`src/rtl/imsg_pkg.sv`:
```
package imsg_pkg;

    typedef enum logic [2:0] {
        HP_IDLE,
        HP_MSI_SEND,
        HP_LEG_ASSERT,
        HP_LEG_HELD,
        HP_LEG_DEASSERT
    } hp_state_e;

    typedef enum logic [1:0] {
        PM_IDLE,
        PM_ASSERT,
        PM_HELD,
        PM_DEASSERT
    } pm_state_e;

    // Legacy message code: bit 1 flavour (1 = hot-plug GPE), bit 0 deassert
    localparam int LEG_CODE_W = 2;

endpackage

```
`src/rtl/imsg_hp_fsm.sv`:
```
module imsg_hp_fsm
    import imsg_pkg::*;
#(
    parameter int NUM_SRC = 4,
    parameter int NUM_CPU = 2,
    parameter int ADDR_W  = 32,
    parameter int DATA_W  = 32
) (
    input  logic                  clk,
    input  logic                  rst_n,
    input  logic [NUM_SRC-1:0]    sb_set,
    input  logic [NUM_SRC-1:0]    ib_set,
    input  logic [NUM_SRC-1:0]    sw_clr,
    output logic [NUM_SRC-1:0]    pending,
    input  logic                  msi_en,
    input  logic [ADDR_W-1:0]     msi_addr,
    input  logic [DATA_W-1:0]     msi_data,
    input  logic                  legacy_gpe,
    output logic [NUM_CPU-1:0]    cpu_valid,
    input  logic [NUM_CPU-1:0]    cpu_ready,
    output logic [ADDR_W-1:0]     cpu_addr,
    output logic [DATA_W-1:0]     cpu_data,
    output logic                  leg_valid,
    input  logic                  leg_ready,
    output logic [LEG_CODE_W-1:0] leg_code
);

    hp_state_e            state_q, state_d;
    logic [NUM_SRC-1:0]   pend_q;
    logic [NUM_CPU-1:0]   taken_q;
    logic [NUM_CPU-1:0]   accepted;
    logic [ADDR_W-1:0]    addr_q;
    logic [DATA_W-1:0]    data_q;
    logic                 gpe_q;
    logic                 write_done;
    logic                 launch_msi;
    logic                 launch_leg;

    assign accepted   = taken_q | cpu_ready;
    assign write_done = (state_q == HP_MSI_SEND) && (&accepted);
    assign launch_msi = (state_q == HP_IDLE) && (|pend_q) && msi_en;
    assign launch_leg = (state_q == HP_IDLE) && (|pend_q) && !msi_en;

    // next-state logic
    always_comb begin
        state_d = state_q;
        unique case (state_q)
            HP_IDLE: begin
                if (launch_msi)      state_d = HP_MSI_SEND;
                else if (launch_leg) state_d = HP_LEG_ASSERT;
            end
            HP_MSI_SEND:     if (write_done)      state_d = HP_IDLE;
            HP_LEG_ASSERT:   if (leg_ready)       state_d = HP_LEG_HELD;
            HP_LEG_HELD:     if (pend_q == '0)    state_d = HP_LEG_DEASSERT;
            HP_LEG_DEASSERT: if (leg_ready)       state_d = HP_IDLE;
            default:                              state_d = HP_IDLE;
        endcase
    end

    // state register
    always_ff @(posedge clk or negedge rst_n) begin
        if (!rst_n) state_q <= HP_IDLE;
        else        state_q <= state_d;
    end

    // status, launch capture and per-port acceptance
    always_ff @(posedge clk or negedge rst_n) begin
        if (!rst_n) begin
            pend_q  <= '0;
            taken_q <= '0;
            addr_q  <= '0;
            data_q  <= '0;
            gpe_q   <= 1'b0;
        end else begin
            pend_q  <= (pend_q & ~sw_clr & ~{NUM_SRC{write_done}}) | sb_set | ib_set;
            taken_q <= ((state_q == HP_MSI_SEND) && !write_done) ? accepted : '0;
            if (launch_msi) begin
                addr_q <= msi_addr;
                data_q <= msi_data;
            end
            if (launch_leg) gpe_q <= legacy_gpe;
        end
    end

    // outputs
    always_comb begin
        leg_valid = (state_q == HP_LEG_ASSERT) || (state_q == HP_LEG_DEASSERT);
        leg_code  = {gpe_q, state_q == HP_LEG_DEASSERT};
        cpu_addr  = addr_q;
        cpu_data  = data_q;
        pending   = pend_q;
    end

    for (genvar p = 0; p < NUM_CPU; p++) begin : g_port
        assign cpu_valid[p] = (state_q == HP_MSI_SEND) && !taken_q[p];

        AST_CPU_VALID_HOLD: assert property (@(posedge clk) disable iff (!rst_n)
            (cpu_valid[p] && !cpu_ready[p]) |=> cpu_valid[p]);
        AST_CPU_PAYLOAD_STABLE: assert property (@(posedge clk) disable iff (!rst_n)
            (cpu_valid[p] && !cpu_ready[p]) |=> ($stable(cpu_addr) && $stable(cpu_data)));
    end

    AST_LEG_HOLD: assert property (@(posedge clk) disable iff (!rst_n)
        (leg_valid && !leg_ready) |=> (leg_valid && $stable(leg_code)));
    AST_NO_MIXED_SIGNALLING: assert property (@(posedge clk) disable iff (!rst_n)
        !((|cpu_valid) && leg_valid));
    AST_DEASSERT_AFTER_CLEAR: assert property (@(posedge clk) disable iff (!rst_n)
        ($rose(leg_valid) && leg_code[0]) |-> ($past(pending) == '0));

endmodule

```
`src/rtl/imsg_pme_fsm.sv`:
```
module imsg_pme_fsm
    import imsg_pkg::*;
(
    input  logic clk,
    input  logic rst_n,
    input  logic pme_msg,
    input  logic pme_clr,
    output logic status,
    output logic msg_valid,
    input  logic msg_ready,
    output logic msg_deassert
);

    pm_state_e state_q, state_d;
    logic      sts_q;

    always_comb begin
        state_d = state_q;
        unique case (state_q)
            PM_IDLE:     if (sts_q)     state_d = PM_ASSERT;
            PM_ASSERT:   if (msg_ready) state_d = PM_HELD;
            PM_HELD:     if (!sts_q)    state_d = PM_DEASSERT;
            PM_DEASSERT: if (msg_ready) state_d = PM_IDLE;
            default:                    state_d = PM_IDLE;
        endcase
    end

    always_ff @(posedge clk or negedge rst_n) begin
        if (!rst_n) state_q <= PM_IDLE;
        else        state_q <= state_d;
    end

    always_ff @(posedge clk or negedge rst_n) begin
        if (!rst_n) sts_q <= 1'b0;
        else        sts_q <= (sts_q & ~pme_clr) | pme_msg;
    end

    always_comb begin
        status       = sts_q;
        msg_valid    = (state_q == PM_ASSERT) || (state_q == PM_DEASSERT);
        msg_deassert = (state_q == PM_DEASSERT);
    end

    AST_PME_HOLD: assert property (@(posedge clk) disable iff (!rst_n)
        (msg_valid && !msg_ready) |=> (msg_valid && $stable(msg_deassert)));
    AST_PME_DEASSERT_AFTER_CLEAR: assert property (@(posedge clk) disable iff (!rst_n)
        ($rose(msg_valid) && msg_deassert) |-> !$past(status));

endmodule

```
`src/rtl/intr_msg_gen.sv`:
```
module intr_msg_gen
    import imsg_pkg::*;
#(
    parameter int NUM_SRC = 4,
    parameter int NUM_CPU = 2,
    parameter int ADDR_W  = 32,
    parameter int DATA_W  = 32
) (
    input  logic                  clk,
    input  logic                  rst_n,
    input  logic [NUM_SRC-1:0]    hp_sb_set,
    input  logic [NUM_SRC-1:0]    hp_ib_set,
    input  logic [NUM_SRC-1:0]    hp_sts_clr,
    output logic [NUM_SRC-1:0]    hp_pending,
    input  logic                  msi_enable,
    input  logic [ADDR_W-1:0]     msi_addr,
    input  logic [DATA_W-1:0]     msi_data,
    input  logic                  legacy_gpe_sel,
    output logic [NUM_CPU-1:0]    cpu_wr_valid,
    input  logic [NUM_CPU-1:0]    cpu_wr_ready,
    output logic [ADDR_W-1:0]     cpu_wr_addr,
    output logic [DATA_W-1:0]     cpu_wr_data,
    output logic                  hp_leg_valid,
    input  logic                  hp_leg_ready,
    output logic [LEG_CODE_W-1:0] hp_leg_code,
    input  logic                  pme_msg_in,
    input  logic                  pme_sts_clr,
    output logic                  pme_status,
    output logic                  pme_leg_valid,
    input  logic                  pme_leg_ready,
    output logic                  pme_leg_deassert
);

    imsg_hp_fsm #(
        .NUM_SRC (NUM_SRC),
        .NUM_CPU (NUM_CPU),
        .ADDR_W  (ADDR_W),
        .DATA_W  (DATA_W)
    ) u_hp (
        .clk        (clk),
        .rst_n      (rst_n),
        .sb_set     (hp_sb_set),
        .ib_set     (hp_ib_set),
        .sw_clr     (hp_sts_clr),
        .pending    (hp_pending),
        .msi_en     (msi_enable),
        .msi_addr   (msi_addr),
        .msi_data   (msi_data),
        .legacy_gpe (legacy_gpe_sel),
        .cpu_valid  (cpu_wr_valid),
        .cpu_ready  (cpu_wr_ready),
        .cpu_addr   (cpu_wr_addr),
        .cpu_data   (cpu_wr_data),
        .leg_valid  (hp_leg_valid),
        .leg_ready  (hp_leg_ready),
        .leg_code   (hp_leg_code)
    );

    imsg_pme_fsm u_pme (
        .clk          (clk),
        .rst_n        (rst_n),
        .pme_msg      (pme_msg_in),
        .pme_clr      (pme_sts_clr),
        .status       (pme_status),
        .msg_valid    (pme_leg_valid),
        .msg_ready    (pme_leg_ready),
        .msg_deassert (pme_leg_deassert)
    );

endmodule

```
`config.mk`:
```
export PLATFORM = sky130hd
export DESIGN_NAME = intr_msg_gen
export DESIGN_NICKNAME = d
export VERILOG_FILES = /design/src/rtl/imsg_pkg.sv /design/src/rtl/imsg_hp_fsm.sv /design/src/rtl/imsg_pme_fsm.sv /design/src/rtl/intr_msg_gen.sv
export SDC_FILE = /design/constraint.sdc
export NUM_CORES = 1
export LEC_CHECK = 0
export BUFFER_PORTS_ARGS = -buffer_cell sky130_fd_sc_hd__clkbuf_2
export CAP_MARGIN = 20
export CORE_ASPECT_RATIO = 0.5
export CORE_UTILIZATION = 35
export CTS_CLUSTER_DIAMETER = 60
export DETAILED_ROUTE_END_ITERATION = 6
export GPL_ROUTABILITY_DRIVEN = 1
export PLACE_DENSITY = 0.7
export SYNTH_ARGS = -nofsm -noshare
export SYNTH_HDL_FRONTEND = slang
export SYNTH_SLANG_ARGS = --single-unit
export TNS_END_PERCENT = 1
```
`constraint.sdc`:
```
create_clock -name clk -period 1.9 [get_ports clk]
set_clock_uncertainty 0.2 [all_clocks]
set_input_delay 0.19 -clock clk [delete_from_list [all_inputs] [get_ports clk]]
set_output_delay 0.19 -clock clk [all_outputs]
set_load 0.01 [all_outputs]
```
==> flow_summary_export.csv, run 1 <==
group,metric,value,unit
clock_tree,cts-buffers-inserted,9,
final_layout,area_growth,76.78,%
final_layout,drive_gt1_share,57.11,%
logic_synthesis,yosys.area.top_type,"dfrtp_1",
logic_synthesis,yosysSeqAreaShare,61.45,%
logic_synthesis,synth_cell_type_count,28,
final_layout,fillCellCount,620,
setup_path,critPathMaxFanout,18,
power,vdd_drop_max,0.4941,mV
power,p_per_area,907.2,nW/um^2
timing,slew-limit-headroom,76.40,%
logic_synthesis,syn_nets,299,
placed_design,dp_hpwl,5.527,mm
setup_path,r2r_end,"u_hp.cpu_data[27]",
clock_tree,cts_setup_buffers,0,
power,seq_power_share,39.7,%
power,switching_power,1.267,mW
placed_design,pre_cts_slack,-0.04769,ns
logic_synthesis,yosysWarningCount,0,
final_layout,antenna_cells,0,
power,p_leak,2.970,nW
logic_synthesis,synth_ff_type,"dfrtp_1",
clock_tree,cts.path.max_buffers,2,
logic_synthesis,synthCells,209,
timing,rsz0062_at_grt,"true",
detailed_routing,route.detailed.drc,0,
logic_synthesis,async_flop_share,100.0,%
run,cap_violations,0,
final_layout,post-route-util,66.42,%
global_routing,globalRouteTotalUtil,18.87,%
hold_path,hp-start,"pme_leg_ready",
setup_path,critPathSlowestCell,"or4_4",
final_layout,stdcell_area,5543,um^2
power,p_comb_share,23.2,%
final_layout,fin_nets,563,
timing,tightestPinTransition,0.3540,ns
power,p_sw_share,25.20,%
logic_synthesis,netlist_top_cells_count,"dfrtp_1 (77), mux2_2 (67), nor2_1 (9)",
detailed_routing,wirelength,8.825,mm
clock_tree,h-tree-depth,3,
die,initial_utilization,37.57,%
global_routing,grt-ovfl-total,0,
setup_path,critPathArrivalTime,1.97,ns
timing,setup_tns,-1.799,ns
timing,setup_viol,53,
die,rows,23,
setup_path,cp-end-kind,"register",
power,p_int,3.761,mW
outcome,status,"finished, violations left",
detailed_routing,ant_nets,0,
placed_design,dp_cells,491,
placed_design,portBuffers,161,
clock_tree,root_buffer,"clkbuf_16",
die,die_h,68.93,um
logic_synthesis,ys_ff_latch,77,
logic_synthesis,yosysMostFrequentCell,"dfrtp_1",
clock_tree,clock-sinks,77,
clock_tree,clk_latency,0.33,ns
global_routing,grt_max_degree,38,
timing,maxSlewViolCount,0,
timing,period_needed,1.962,ns
setup_path,cp-start-kind,"register",
logic_synthesis,syn_area,3136,um^2
die,pin_count,162,
die,die_area,9364,um^2
setup_path,cp_cell_sequence,"or4_4 -> nand3_4 -> buf_12 -> mux2_2",
clock_tree,cts.clk_slew.worst_paths,0.06,ns
setup_path,cp.required,1.91,ns
timing,finalCritPeriodShare,103.3,%
detailed_routing,wl_per_cell,14.96,um
global_routing,grt_pass1_vias,2791,
timing,hold_violations,0,
logic_synthesis,syn_avg_cell_area,15.00,um^2
setup_path,max_stage_delay,0.56,ns
setup_path,crit_family,"simple AND/OR/NAND/NOR gates",
logic_synthesis,yosys.area.top_type_share,61.45,%
hold_path,hold_path_class,"in2reg",
final_layout,fin_cells,590,
power,clkPwrFrac,37.0,%
hold_path,hold_depth,4,
die,core-area,8346,um^2
setup_path,critPathBufInv,1,
logic_synthesis,synth-edff-count,0,
setup_path,ff2ff_path_depth,4,
die,die_w,135.9,um
timing,fmax,509.7,MHz
setup_path,crit_type,"reg2reg",
setup_path,rrSetupSlack,-0.06,ns
outcome,violations,"negative setup slack",
setup_path,rr_startpoint,"u_hp.pending[2]",
placed_design,placed_area,4333,um^2
timing,postLayoutSetupSlackWorst,-0.06187,ns
clock_tree,cts_tree,"yes",
logic_synthesis,synth.area.top_cells,"dfrtp_1 (61%), mux2_2 (24%), buf_6 (1.8%)",
setup_path,path_depth,4,
global_routing,antenna_found_initial,0,
detailed_routing,drt_first_pass_iters,4,
global_routing,grt_pass1_wl,13.29,mm
detailed_routing,viasPerCell,4.514,
detailed_routing,vias,2663,
placed_design,gp_congestion,0.7619,
hold_path,min_to,"u_pme.state_q[0]",
detailed_routing,drt_iter0_markers,77,
worst min-delay path, delay by kind of cell:
family | cells | cell delay (ns)
simple gates | 1 | 0.05
compound gates | 2 | 0.26
buf+inv | 1 | 0.07
cells by family after synthesis:
family                   share of synthesized area, %
AO/OA/AOI/OAI                                   3.552
adder cells (fa/ha/maj)                         1.596
buffers and inverters                           3.831
flip-flops                                      61.45
multiplexers                                    24.06
AND/OR/NAND/NOR                                 5.507
per-layer routing:
| metal | GRT usage (%) | part of all wire, % | vias to the layer above |
|---|---|---|---|
| li1 | - | - | 1263 |
| met1 | 20.83 | 39 | 1290 |
| met2 | 34.95 | 54 | 80 |
| met3 | 4.459 | 3.5 | 30 |
| met4 | 10.00 | 3.2 | 0 |
| met5 | 0 | 0 | - |
how the worst max path moves through the flow:
stage                    startpoint                 to  slack [ns]
floorplan           u_hp.pending[2]  u_hp.cpu_addr[17]       -0.09
global placement    u_hp.pending[2]  u_hp.cpu_addr[16]       -0.03
detailed placement  u_hp.pending[2]  u_hp.cpu_addr[22]       -0.05
CTS                 u_hp.pending[2]  u_hp.cpu_addr[22]       -0.06
global route        u_hp.pending[2]  u_hp.cpu_data[27]       -0.10
finish              u_hp.pending[2]  u_hp.cpu_data[27]       -0.06
registers in the layout, indices dropped and copies added (netlist names):
register	count
u_hp.gpe_q	1
u_hp.pending	4
u_hp.state_q	3
u_hp.cpu_data	32
u_pme.status	1
u_hp.taken_q	2
u_hp.cpu_addr	32
u_pme.state_q	2
stage by stage:
step                hold WS (ns)  power, mW
finish                   0.07895      5.029
floorplan                -0.3056      2.577
global route              0.1045      5.272
global placement        -0.07642      2.996
CTS                      0.06556      5.061
detailed placement      -0.06852      3.027
repair_timing:
action	CTS	global route
hold endpoints to repair	150	0
hold buffers	83	0
gates resized for setup	8	7
endpoints found under the setup margin	64	70
layout by cell type (no fill, tap or decap), drive strengths merged, types with 2 or more instances in the layout:
| cell type | netlist | routed |
|---|---|---|
| mux2 | 67 | 67 |
| or2 | 4 | 4 |
| bufinv | 0 | 2 |
| clkinv | 0 | 2 |
| a311o | 4 | 4 |
| nand2b | 4 | 4 |
| dfrtp | 77 | 77 |
| nand3 | 3 | 3 |
| dlygate4sd3 | 0 | 83 |
| nand3b | 3 | 3 |
| buf | 9 | 19 |
| ha | 4 | 4 |
| inv | 7 | 7 |
| nand2 | 2 | 2 |
| o21ai | 3 | 3 |
| a21oi | 4 | 4 |
| clkbuf | 0 | 172 |
| nor2 | 9 | 9 |
layout make-up:
type,instances,area [um^2],area share [%]
well taps,112,140.1,2.528
multi-input cells,116,1299,23.43
flip-flops and latches,77,1927,34.76
inverters,7,26.28,0.4740
repair buffers,262,1824,32.91
clock inverters,4,70.07,1.264
clock buffers,12,256.5,4.628
power groups by stage:
stage          sequential [mW]  combinational [mW]  clock [mW]
6_report                  2.00                1.17        1.86
5_1_grt                   2.02                1.28        1.97
4_1_cts                   1.99                1.16        1.90
3_5_place_dp              2.01                1.01           0
3_3_place_gp              2.01               0.988           0
2_1_floorplan             2.09               0.489           0
(Power assumes the default switching activity.)
==> inputs of run 2 (changes only) <==
BUFFER_PORTS_ARGS = default   (was -buffer_cell sky130_fd_sc_hd__clkbuf_2)
DONT_BUFFER_PORTS = 1   (was default)
PLACE_DENSITY = 0.54   (was 0.7)
==> flow_summary_export.csv, run 2 (synthesized netlist as in run 1, its figures left out) <==
group,metric,value,unit
clock_tree,cts_setup_buffers,0,
global_routing,globalRouteTotalUtil,16.09,%
power,p_per_area,978.3,nW/um^2
die,initial_utilization,37.57,%
run,cap_violations,0,
die,rows,23,
timing,slew-limit-headroom,78.58,%
timing,fmax,507.1,MHz
clock_tree,cts.path.max_buffers,2,
clock_tree,h-tree-depth,3,
placed_design,dp_hpwl,4.600,mm
detailed_routing,ant_nets,0,
detailed_routing,drt_first_pass_iters,4,
clock_tree,hold_buffers,85,
power,vdd_drop_max,0.4707,mV
clock_tree,clock-sinks,77,
timing,setup_viol,65,
die,pin_count,162,
final_layout,layout_common_cells,"dlygate4sd3_1 (85), dfrtp_1 (77), mux2_4 (53), buf_4 (16), mux2_2 (14)",
clock_tree,cts-buffers-inserted,9,
setup_path,critPathMaxFanout,7,
timing,period_needed,1.972,ns
timing,hold_violations,77,
placed_design,portBuffers,0,
final_layout,fin_nets,406,
die,die_area,9364,um^2
die,die_w,135.9,um
timing,postLayoutSetupSlackWorst,-0.07217,ns
setup_path,critPathArrivalTime,1.98,ns
die,core-area,8346,um^2
setup_path,cp-end-kind,"register",
global_routing,grt_max_degree,78,
timing,rsz0062_at_grt,"true",
timing,finalCritPeriodShare,103.8,%
hold_path,hold_path_class,"in2async",
setup_path,cp.required,1.90,ns
clock_tree,cts.clk_slew.worst_paths,0.06,ns
detailed_routing,vias,2098,
detailed_routing,route.detailed.drc,0,
detailed_routing,drt_iter0_markers,39,
detailed_routing,wirelength,7.602,mm
final_layout,layout_commonest_cell,"dlygate4sd3_1",
detailed_routing,viasPerCell,4.845,
detailed_routing,wl_per_cell,17.56,um
clock_tree,root_buffer,"clkbuf_16",
setup_path,rrSetupSlack,-0.07,ns
outcome,status,"finished, violations left",
power,p_leak,2.330,nW
timing,hold_ws,-0.6432,ns
timing,maxSlewViolCount,0,
timing,tightestPinTransition,0.3224,ns
clock_tree,clk_latency,0.32,ns
global_routing,grt_pass1_vias,2187,
outcome,violations,"negative hold slack, negative setup slack",
global_routing,grt_pass1_wl,11.13,mm
setup_path,cp-start-kind,"register",
final_layout,area_growth,52.43,%
final_layout,antenna_cells,0,
die,die_h,68.93,um
final_layout,drive_gt1_share,35.51,%
timing,setup_tns,-2.761,ns
global_routing,antenna_found_initial,0,
setup_path,crit_type,"reg2reg",
clock_tree,cts_tree,"yes",
global_routing,grt-ovfl-total,0,
placed_design,gp_congestion,0.7208,
## run 2: metal layers
metal	GRT usage (%)	vias to the layer above	routed length, um
li1	-	956	-
met1	17.81	1056	3137
met2	29.34	81	3985
met3	6.140	5	437
met4	5.000	0	42
met5	0	-	0
## run 2: path summary, 6_finish.rpt
check,from,end,depth (start not counted)
max reg2reg,u_hp.pending[2],u_hp.cpu_addr[2],4
max,u_hp.pending[2],u_hp.cpu_addr[2],4
max in group asynchronous,rst_n,u_hp.cpu_data[17],0
min in group clk,msi_enable,u_hp.cpu_addr[0],3
min reg2reg,u_hp.taken_q[1],u_hp.taken_q[1],2
min,rst_n,u_hp.cpu_data[24],0
## run 2: per-stage QoR
stage	cells	utilization, %	power (mW)	cell area (um^2)	setup slack, ns
global placement	330	41.93	2.704	3500	-0.03225
CTS	431	56.03	4.701	4676	-0.08221
detailed placement	330	41.93	2.738	3500	-0.06971
global route	433	57.27	4.906	4780	-0.1259
finish	433	57.27	4.676	4780	-0.07217
floorplan	209	-	2.577	3304	-0.08997
## run 2: timing repair
action                                  in CTS  in global routing
endpoints found under the hold margin      152                 77
gates resized for setup                      2                 15
endpoints found under the setup margin      60                 69
gates cloned                                 0                  2
## run 2: worst max-delay path, cell delays in order, from the launching register on
cell and delay [ns]:
dfrtp_1 0.38, or4_4 0.55, nand3_4 0.17, buf_4 0.20
mux2_2 0.35
## run 2: layout make-up
class	count	area (um^2)
tap	112	140.1
inverter	7	26.28
sequential	77	1927
clock buffer	9	225.2
timing repair buffer	105	1061
clock inverter	7	90.09
fill	679	3566
multi-input combinational	116	1310
## run 2: where the power goes
part / internal, mW / switching (mW) / leakage [nW]
Clock: 1.14 / 0.648 / 0.151
Combinational: 0.519 / 0.252 / 1.22
Sequential: 1.86 / 0.256 / 0.956
